## src/rtl/tick_timer_pkg.sv

```systemverilog
package tick_timer_pkg;

  // Control/status bit positions (software-visible layout)
  localparam int EnBit      = 0;
  localparam int IrqEnBit   = 1;
  localparam int CoreClkBit = 2;
  localparam int FlagBit    = 16;

  typedef enum logic [1:0] {
    RegCtrl    = 2'd0,
    RegReload  = 2'd1,
    RegCurrent = 2'd2,
    RegCalib   = 2'd3
  } regSel_e;

  // Strobes from control to datapath, one cycle each
  typedef struct packed {
    logic step;        // one reference tick while enabled
    logic clearCount;  // current-value write
    logic readClear;   // control/status read
  } tickStrobe_t;

endpackage

```

## src/rtl/tick_timer_ctrl.sv

```systemverilog
module tick_timer_ctrl
  import tick_timer_pkg::*;
#(
  parameter int          COUNT_W     = 24,
  parameter int          ADDR_W      = 4,
  parameter int          DATA_W      = 32,
  parameter logic [31:0] CALIB_VALUE = 32'h0000_3E80
) (
  input  logic               clk,
  input  logic               rstN,
  input  logic               extTick,
  input  logic               busSel,
  input  logic               busWrite,
  input  logic [ADDR_W-1:0]  busAddr,
  input  logic [DATA_W-1:0]  busWdata,
  output logic [DATA_W-1:0]  busRdata,
  input  logic [COUNT_W-1:0] countVal,
  input  logic               flagBit,
  output tickStrobe_t        strobe,
  output logic [COUNT_W-1:0] reloadVal,
  output logic               ctrlEn,
  output logic               ctrlIrqEn,
  output logic               ctrlCoreClk
);

  localparam int PadW = DATA_W - COUNT_W;

  logic    addrOk;
  regSel_e regSel;
  logic    wrHit;
  logic    rdHit;
  logic    unusedBits;

  // Only word-aligned offsets inside the 16-byte window decode
  assign addrOk = (busAddr[1:0] == 2'b00) && ((busAddr >> 4) == '0);
  assign regSel = regSel_e'(busAddr[3:2]);
  assign wrHit  = busSel && busWrite && addrOk;
  assign rdHit  = busSel && !busWrite && addrOk;

  assign unusedBits = &{1'b0, busWdata[DATA_W-1:COUNT_W]};

  always_ff @(posedge clk or negedge rstN) begin
    if (!rstN) begin
      ctrlEn      <= 1'b0;
      ctrlIrqEn   <= 1'b0;
      ctrlCoreClk <= 1'b0;
      reloadVal   <= '0;
    end else if (wrHit) begin
      case (regSel)
        RegCtrl: begin
          ctrlEn      <= busWdata[EnBit];
          ctrlIrqEn   <= busWdata[IrqEnBit];
          ctrlCoreClk <= busWdata[CoreClkBit];
        end
        RegReload: reloadVal <= busWdata[COUNT_W-1:0];
        default: ;
      endcase
    end
  end

  always_comb begin
    strobe            = '0;
    strobe.step       = ctrlEn && (ctrlCoreClk || extTick);
    strobe.clearCount = wrHit && (regSel == RegCurrent);
    strobe.readClear  = rdHit && (regSel == RegCtrl);
  end

  always_comb begin
    busRdata = '0;
    if (rdHit) begin
      case (regSel)
        RegCtrl: begin
          busRdata[EnBit]      = ctrlEn;
          busRdata[IrqEnBit]   = ctrlIrqEn;
          busRdata[CoreClkBit] = ctrlCoreClk;
          busRdata[FlagBit]    = flagBit;
        end
        RegReload:  busRdata = {{PadW{1'b0}}, reloadVal};
        RegCurrent: busRdata = {{PadW{1'b0}}, countVal};
        default:    busRdata = CALIB_VALUE;
      endcase
    end
  end

endmodule

```

## src/rtl/tick_timer_dp.sv

```systemverilog
module tick_timer_dp
  import tick_timer_pkg::*;
#(
  parameter int COUNT_W = 24
) (
  input  logic               clk,
  input  logic               rstN,
  input  tickStrobe_t        strobe,
  input  logic [COUNT_W-1:0] reloadVal,
  input  logic               irqEn,
  output logic [COUNT_W-1:0] countVal,
  output logic               flagBit,
  output logic               tickIrq
);

  localparam logic [COUNT_W-1:0] One = COUNT_W'(1);

  logic atZero;
  logic hitZero;

  assign atZero  = (countVal == '0);
  assign hitZero = strobe.step && (countVal == One) && !strobe.clearCount;

  always_ff @(posedge clk or negedge rstN) begin
    if (!rstN) begin
      countVal <= '0;
    end else if (strobe.clearCount) begin
      countVal <= '0;
    end else if (strobe.step) begin
      countVal <= atZero ? reloadVal : countVal - One;
    end
  end

  // Set beats read-clear so an event is never lost
  always_ff @(posedge clk or negedge rstN) begin
    if (!rstN) begin
      flagBit <= 1'b0;
    end else if (strobe.clearCount) begin
      flagBit <= 1'b0;
    end else if (hitZero) begin
      flagBit <= 1'b1;
    end else if (strobe.readClear) begin
      flagBit <= 1'b0;
    end
  end

  always_ff @(posedge clk or negedge rstN) begin
    if (!rstN) tickIrq <= 1'b0;
    else       tickIrq <= hitZero && irqEn;
  end

endmodule

```

## src/rtl/tick_timer.sv

```systemverilog
module tick_timer
  import tick_timer_pkg::*;
#(
  parameter int          COUNT_W     = 24,
  parameter int          ADDR_W      = 4,
  parameter logic [31:0] CALIB_VALUE = 32'h0000_3E80
) (
  input  logic              clk,
  input  logic              rstN,
  input  logic              extTick,
  input  logic              busSel,
  input  logic              busWrite,
  input  logic [ADDR_W-1:0] busAddr,
  input  logic [31:0]       busWdata,
  output logic [31:0]       busRdata,
  output logic              tickIrq
);

  tickStrobe_t        strobe;
  logic [COUNT_W-1:0] countVal;
  logic [COUNT_W-1:0] reloadVal;
  logic               flagBit;
  logic               ctrlEn;
  logic               ctrlIrqEn;
  logic               ctrlCoreClk;

  tick_timer_ctrl #(
    .COUNT_W(COUNT_W), .ADDR_W(ADDR_W), .DATA_W(32), .CALIB_VALUE(CALIB_VALUE)
  ) uCtrl (
    .clk(clk), .rstN(rstN), .extTick(extTick),
    .busSel(busSel), .busWrite(busWrite), .busAddr(busAddr),
    .busWdata(busWdata), .busRdata(busRdata),
    .countVal(countVal), .flagBit(flagBit), .strobe(strobe),
    .reloadVal(reloadVal), .ctrlEn(ctrlEn), .ctrlIrqEn(ctrlIrqEn),
    .ctrlCoreClk(ctrlCoreClk)
  );

  tick_timer_dp #(.COUNT_W(COUNT_W)) uDp (
    .clk(clk), .rstN(rstN), .strobe(strobe), .reloadVal(reloadVal),
    .irqEn(ctrlIrqEn), .countVal(countVal), .flagBit(flagBit),
    .tickIrq(tickIrq)
  );

endmodule

```

## config.mk

```make
export PLATFORM = sky130hd
export DESIGN_NAME = tick_timer
export DESIGN_NICKNAME = d
export VERILOG_FILES = /design/src/rtl/tick_timer_pkg.sv /design/src/rtl/tick_timer_ctrl.sv /design/src/rtl/tick_timer_dp.sv /design/src/rtl/tick_timer.sv
export SDC_FILE = /design/constraint.sdc
export NUM_CORES = 1
export LEC_CHECK = 0
export BUFFER_PORTS_ARGS = -buffer_cell sky130_fd_sc_hd__buf_4
export CORE_ASPECT_RATIO = 0.6
export CORE_MARGIN = 3
export CORE_UTILIZATION = 45
export DETAILED_ROUTE_END_ITERATION = 8
export GPL_ROUTABILITY_DRIVEN = 0
export PLACE_DENSITY = 0.68
export SYNTH_ARGS = -nofsm -noshare
export SYNTH_HDL_FRONTEND = slang
export SYNTH_SLANG_ARGS = --single-unit
```

## constraint.sdc

```tcl
create_clock -name clk -period 5 [get_ports clk]
set_input_delay 0 -clock clk [delete_from_list [all_inputs] [get_ports clk]]
set_output_delay 0 -clock clk [all_outputs]
set_load 0.01 [all_outputs]
```

==> results of run 1 <==
==> placed cells by master (no fill, tap or decap), types with 6 or more instances in the layout <==
| cell type | synthesis | routed |
|---|---|---|
| a21oi_1 | 16 | 16 |
| a221oi_1 | 7 | 7 |
| a22oi_1 | 14 | 14 |
| a32o_1 | 7 | 7 |
| buf_4 | 8 | 61 |
| conb_1 | 1 | 8 |
| dfrtp_1 | 53 | 53 |
| dlygate4sd3_1 | 0 | 25 |
| ha_1 | 7 | 7 |
| inv_1 | 11 | 11 |
| mux2_2 | 31 | 31 |
| nand2_1 | 23 | 23 |
| nand3_1 | 8 | 8 |
| nor2_1 | 40 | 40 |
| nor3_1 | 9 | 9 |
| nor4_1 | 8 | 8 |
| o21ai_0 | 11 | 10 |
| o22ai_1 | 6 | 6 |
| or4_1 | 6 | 6 |
==> area by class of cell <==
| class | instances | area share |
|---|---|---|
| Clock buffer | 7 | 0.03469 |
| Tap cell | 87 | 0.02648 |
| Timing Repair Buffer | 86 | 0.1722 |
| Inverter | 11 | 0.01004 |
| Sequential cell | 53 | 0.3226 |
| Multi-Input combinational cell | 259 | 0.4340 |
==> kinds of logic (layout without fill, tap and decap cells) <==
| group | count (synthesis) | count (layout) | synth area share |
|---|---|---|---|
| buffers and inverters | 46 | 104 | 0.06487 |
| flip-flops | 53 | 53 | 0.4021 |
| AO/OA/AOI/OAI | 91 | 91 | 0.1992 |
| adder cells (fa/ha/maj) | 7 | 7 | 0.02655 |
| other | 1 | 8 | 0.001137 |
| multiplexers | 36 | 36 | 0.1225 |
| AND/OR/NAND/NOR | 117 | 117 | 0.1836 |
==> where the power goes <==
part           internal (mW)  switching, mW
Combinational          0.178          0.209
Clock                  0.197          0.154
Sequential             0.508          0.104
==> metal layers <==
layer	GRT usage	vias to the layer above	part of all wire
met4	0.05663	0	0.011
li1	-	1441	-
met3	0.06250	13	0.083
met2	0.3720	135	0.45
met1	0.3478	1485	0.46
met5	0	-	0
==> synthesized netlist by cell type, drive strengths merged (8+ instances only) <==
cell type   n
dfrtp      53
nor2       42
mux2       32
nand2      23
clkbuf     21
a21oi      16
a22oi      14
buf        14
inv        11
o21ai      11
nor3        9
nor4        9
or4         9
nand3       8
==> state kept, by name (all words and copies together) (netlist names) <==
signal	cells
uCtrl.ctrlCoreClk	1
uDp.countVal	24
uCtrl.ctrlEn	1
uDp.flagBit	1
uDp.tickIrq	1
uCtrl.ctrlIrqEn	1
uCtrl.reloadVal	24
==> critical path: cells and delay by family, from the launching register on <==
kind	cells	cell delay, ns
compound gates	1	0.21
simple gates	3	1.97
flops	1	0.45
mux	1	0.62
==> final timing paths <==
kind / slack (ns) / depth (start not counted) / startpoint / endpoint
worst max-delay path: 1.64 / 5 / uDp.countVal[12]$_DFFE_PN0P_ / uDp.countVal[6]$_DFFE_PN0P_
max in group asynchronous: 4.24 / 2 / rstN / uCtrl.reloadVal[21]$_DFFE_PN0P_
worst min register to register: 0.54 / 1 / uCtrl.reloadVal[6]$_DFFE_PN0P_ / uCtrl.reloadVal[6]$_DFFE_PN0P_
min in group asynchronous: 0.28 / 2 / rstN / uCtrl.ctrlIrqEn$_DFFE_PN0P_
worst min-delay path: 0.23 / 4 / busAddr[1] / uCtrl.ctrlIrqEn$_DFFE_PN0P_
worst max register to register: 1.64 / 5 / uDp.countVal[12]$_DFFE_PN0P_ / uDp.countVal[6]$_DFFE_PN0P_
==> metrics by stage <==
step	power, mW	setup WS [ns]	util	area [um2]	std cells
final	1.351	1.644	0.5978	4111	503
after global routing	1.428	1.177	0.5978	4111	503
after global placement	0.9703	1.798	0.5407	3719	471
after detailed placement	0.9820	1.708	0.5407	3719	471
after floorplan	0.8683	2.588	-	3324	358
after CTS	1.346	1.706	0.5978	4111	503
==> repair_timing <==
action | in CTS | in global routing
endpoints found under the setup margin | 0 | 0
hold endpoints to repair | 80 | 0
hold buffers | 25 | 0
==> run_results.csv, run 1 <==
group,metric,value,unit
finish,multiInputGateArea,0.001784,mm2
yosys,syn_inst,351,
yosys,synth.avg_cell_area,9.396,um2
floorplanning,start_util,0.4795,
yosys,yosysTopAreaCell,"dfrtp_1",
clock_network,cts_tree,"yes",
clock_network,cts_setup_buffers,0,
clock_network,clk_pin_slew,0.07,ns
detailed_routing,wl_per_cell,19.06,um
timing,skew,0.006909,ns
timing,period_share,0.6712,
timing,relSlewSlack,0.2331,
critical_path,crit_chain,"or4_4 -> nor4_1 -> nand4_1 -> mux2_2 -> a32o_1",
timing,period_needed,3.356,ns
yosys,async_reset_ff_frac,1.000,
flow_run,drv_cap,0,
finish,diodes,0,
finish,seq_area,0.001326,mm2
power_and_ir_drop,p_leak,1.816,nW
critical_path,crit_required,5.19,ns
detailed_routing,wirelength,9.589,mm
global_routing,grt_antenna_before_repair,0,
clock_network,insertion_delay,0.30,ns
floorplanning,core_area,0.006878,mm2
hold_path,hold_class,"input port to flop",
run_status,outcome,"completed",
detailed_routing,via_per_inst,6.111,
detailed_routing,ant_nets,0,
timing,finalSetupViolCount,0,
finish,final_nets,464,
critical_path,max_stage_delay,0.98,ns
placement,place_hpwl,6.486,mm
floorplanning,die_w,116.5,um
placement,io_buffers,57,
power_and_ir_drop,peakVddDrop,187.7,uV
yosys,synth_top_area_frac,0.4021,
timing,final-max-slew-violation-count,0,
detailed_routing,vias,3074,
floorplanning,fp.dieH,72.32,um
detailed_routing,first_pass_iters,5,
clock_network,h-tree-depth,2,
clock_network,cts_sinks,53,
yosys,ys_ff_latch,53,
critical_path,cpMaxStageDelayCell,"nand4_1",
critical_path,start_kind,"flop",
yosys,synthDistinctLibCells,55,
timing,tightestPinTransition,1.148,ns
power_and_ir_drop,cellPowerDensity,328.6,mW/mm2
yosys,synth_warnings,0,
detailed_routing,drt_iter0_markers,228,
global_routing,grt_usage,0.2431,
finish,drive_gt1_frac,0.2596,
floorplanning,ios,74,
yosys,synth-edff-count,0,
critical_path,end_kind,"flop",
yosys,synth.area.top_cells,"dfrtp_1 40%, mux2_2 11%, nor2_1 4.6%",
clock_network,clockBufferDepth,2,
yosys,dominantRegCellSynth,"dfrtp_1",
timing,fmax,298.0,MHz
yosys,ys_seq_area_frac,0.4021,
yosys,synth_area,0.003298,mm2
critical_path,path_max_fanout,21,
global_routing,grt_pass1_wl,15.97,mm
floorplanning,std_cell_rows,23,
timing,tns,0,ns
global_routing,grt_max_degree,54,
timing,hold_viol_final,0,
floorplanning,dieArea,0.008427,mm2
global_routing,grt_pass1_vias,3112,
detailed_routing,drc_errors,0,
finish,layout-area-overhead-vs-synth,24.66,%
clock_network,post_cts_resized,0,
clock_network,root_buffer,"clkbuf_16",
finish,fill_cells,606,
timing,whs,0.2349,ns
clock_network,cts_inserted_buffers,5,
critical_path,crit_arrival,3.55,ns
global_routing,globalRouteOverflowTotal,0,
timing,grt_setup_unrepaired,"no",
critical_path,crit_type,"flop to flop",
Note: power is estimated with default switching activity, not from simulation.
==> inputs of run 2 (changes only) <==
--- a/config.mk
+++ b/config.mk
@@ -11,7 +11,7 @@
 export CORE_UTILIZATION = 45
 export DETAILED_ROUTE_END_ITERATION = 8
 export GPL_ROUTABILITY_DRIVEN = 0
-export PLACE_DENSITY = 0.68
+export PLACE_DENSITY = 0.71
 export SYNTH_ARGS = -nofsm -noshare
 export SYNTH_HDL_FRONTEND = slang
 export SYNTH_SLANG_ARGS = --single-unit
==> constraint.sdc (replaced) <==
create_clock -name clk -period 2.8 [get_ports clk]
set_input_delay 0 -clock clk [delete_from_list [all_inputs] [get_ports clk]]
set_output_delay 0 -clock clk [all_outputs]
set_load 0.01 [all_outputs]
==> run 2 against run 1 <==
  * Wire length is 0.91% higher
  * Global-route usage shrank 0.73 points
  * First-iteration DRC count increased by 47%
  * Utilization grew 1.4 points
  * Combinational power grew 88%
  * Largest cell class unchanged
  * Critical path type unchanged
  * Sequential power up 79%
  * Critical path depth increased by 2
  * Largest power group unchanged
  * Clock skew decreased by 0.0014 ns
==> run_results.csv, run 2 (synthesis gave the netlist of run 1 again) <==
group,metric,value,unit
run_status,outcome,"completed",
placement,place_hpwl,6.679,mm
finish,final_nets,475,
floorplanning,fp.dieH,72.32,um
timing,period_needed,2.643,ns
power_and_ir_drop,internal_power,1.632,mW
critical_path,cpMaxStageDelayCell,"or3b_2",
timing,grt_setup_unrepaired,"no",
placement,placed_cell_area,0.003801,mm2
critical_path,end_kind,"flop",
timing,skew,0.005512,ns
critical_path,path_max_fanout,6,
floorplanning,ios,74,
timing,fmax,378.3,MHz
floorplanning,dieArea,0.008427,mm2
critical_path,cp.buffers_inverters,1,
finish,diodes,0,
clock_network,cts_tree,"yes",
clock_network,root_buffer,"clkbuf_16",
floorplanning,start_util,0.4795,
timing,relSlewSlack,0.5344,
critical_path,worst_r2r_path_depth,7,
clock_network,insertion_delay,0.30,ns
timing,finalSetupViolCount,0,
critical_path,crit_arrival,2.82,ns
finish,final_cell_mix,"72 x buf_4, 53 x dfrtp_1, 40 x nor2_1, 31 x mux2_2, 25 x dlygate4sd3_1",
finish,design_area,0.004209,mm2
power_and_ir_drop,peakVddDrop,280.3,uV
floorplanning,die_w,116.5,um
finish,mostFrequentLayoutCell,"buf_4",
detailed_routing,drt_iter0_markers,335,
timing,tns,0,ns
power_and_ir_drop,power_switching,0.8547,mW
critical_path,crit_family,"simple AND/OR/NAND/NOR gates",
detailed_routing,wl_per_cell,18.79,um
critical_path,crit_chain,"inv_1 -> ha_1 -> or3b_2 -> or4_1 -> nor3_1 -> o21ai_0 -> a32o_1",
hold_path,hold_class,"input port to flop",
global_routing,grt_pass1_vias,3052,
finish,top_regs,"uCtrl.reloadVal (24), uDp.countVal (24)",
critical_path,r2r_start,"uDp.countVal[0]$_DFFE_PN0P_",
critical_path,max_stage_delay,0.55,ns
power_and_ir_drop,comb_power_share,0.293,
floorplanning,core_area,0.006878,mm2
floorplanning,std_cell_rows,23,
detailed_routing,first_pass_iters,5,
detailed_routing,wirelength,9.676,mm
clock_network,cts_setup_buffers,0,
critical_path,cp-endpoint,"uDp.countVal[18]$_DFFE_PN0P_",
global_routing,grt_max_degree,54,
detailed_routing,drc_errors,0,
finish,layout-area-overhead-vs-synth,27.62,%
flow_run,drv_cap,0,
timing,hold_viol_final,0,
timing,period_share,0.9440,
global_routing,grt_pass1_wl,15.59,mm
clock_network,cts_sinks,53,
power_and_ir_drop,pwr-share-seq,0.442,
timing,tightestPinTransition,0.6985,ns
finish,drive_gt1_frac,0.2827,
detailed_routing,vias,3216,
global_routing,globalRouteOverflowTotal,0,
critical_path,crit_cells,7,
global_routing,grt_antenna_before_repair,0,
clock_network,clockBufferDepth,2,
critical_path,rr_endpoint,"uDp.countVal[18]$_DFFE_PN0P_",
global_routing,grt_usage,0.2357,
power_and_ir_drop,power.share.switching,0.3437,
critical_path,crit_type,"flop to flop",
power_and_ir_drop,power.share.clock,0.266,
power_and_ir_drop,p_leak,1.879,nW
clock_network,h-tree-depth,2,
placement,io_buffers,57,
power_and_ir_drop,cellPowerDensity,590.8,mW/mm2
timing,final-max-slew-violation-count,0,
critical_path,start_kind,"flop",
timing,whs,0.2192,ns
critical_path,r2r_setup_slack,0.16,ns
critical_path,crit_required,2.98,ns
detailed_routing,ant_nets,0,
clock_network,clk_pin_slew,0.07,ns
clock_network,cts_inserted_buffers,5,
detailed_routing,via_per_inst,6.245,
critical_path,setup.worst_path.start,"uDp.countVal[0]$_DFFE_PN0P_",
## run 2: power by group through the flow
stage | logic [mW] | clock network [mW] | registers [mW]
after global placement | 0.666 | 0 | 1.10
final | 0.728 | 0.661 | 1.10
after global routing | 0.800 | 0.709 | 1.12
after detailed placement | 0.687 | 0 | 1.10
after floorplan | 0.537 | 0 | 1.01
after CTS | 0.718 | 0.673 | 1.09
## run 2: area by class of cell
| class | instances | area (um2) |
|---|---|---|
| clock buffers | 7 | 152.6 |
| multi-input cells | 259 | 1784 |
| inverters | 11 | 41.29 |
| well taps | 87 | 108.9 |
| flip-flops and latches | 53 | 1326 |
| repair buffers | 97 | 790.8 |
| fillers | 610 | 2669 |
| clock inverters | 1 | 5.005 |
## run 2: metrics by stage
| step | power, mW | worst slack [ns] | cells | utilization |
|---|---|---|---|---|
| after floorplan | 1.551 | 0.3877 | 358 | - |
| after global placement | 1.763 | 0.3107 | 482 | 0.5527 |
| after detailed placement | 1.791 | 0.2750 | 482 | 0.5527 |
| after CTS | 2.482 | 0.2212 | 515 | 0.6120 |
| after global routing | 2.627 | 0.07750 | 515 | 0.6120 |
| final | 2.487 | 0.1569 | 515 | 0.6120 |
## run 2: worst register-to-register path: stages, from the launching register on
cell and delay, ns:
dfrtp_1 0.45, inv_1 0.15, ha_1 0.22, or3b_2 0.55
or4_1 0.54, nor3_1 0.22, o21ai_0 0.11, a32o_1 0.27
## run 2: how the worst min path moves through the flow
stage,startpoint,endpoint,depth (start not counted)
2_1_floorplan,rstN,uCtrl.ctrlCoreClk$_DFFE_PN0P_,0
3_3_place_gp,rstN,uCtrl.reloadVal[1]$_DFFE_PN0P_,1
3_5_place_dp,rstN,uCtrl.ctrlIrqEn$_DFFE_PN0P_,1
4_1_cts,busAddr[0],uCtrl.ctrlEn$_DFFE_PN0P_,4
5_1_grt,busAddr[0],uCtrl.ctrlIrqEn$_DFFE_PN0P_,4
6_report,busAddr[0],uCtrl.ctrlEn$_DFFE_PN0P_,4
## run 2: what timing repair did
item	4_1_cts	5_1_grt
hold buffers	25	0
resized for setup	0	0
hold endpoints to repair	80	0
## run 2: metal layers
metal  GRT usage  routed length (um)  vias to the layer above
met5           0                   0                        -
met4     0.04247                 106                        0
li1            -                   -                     1460
met3     0.04833                 829                       13
met1      0.3442                4349                     1587
met2      0.3676                4390                      156
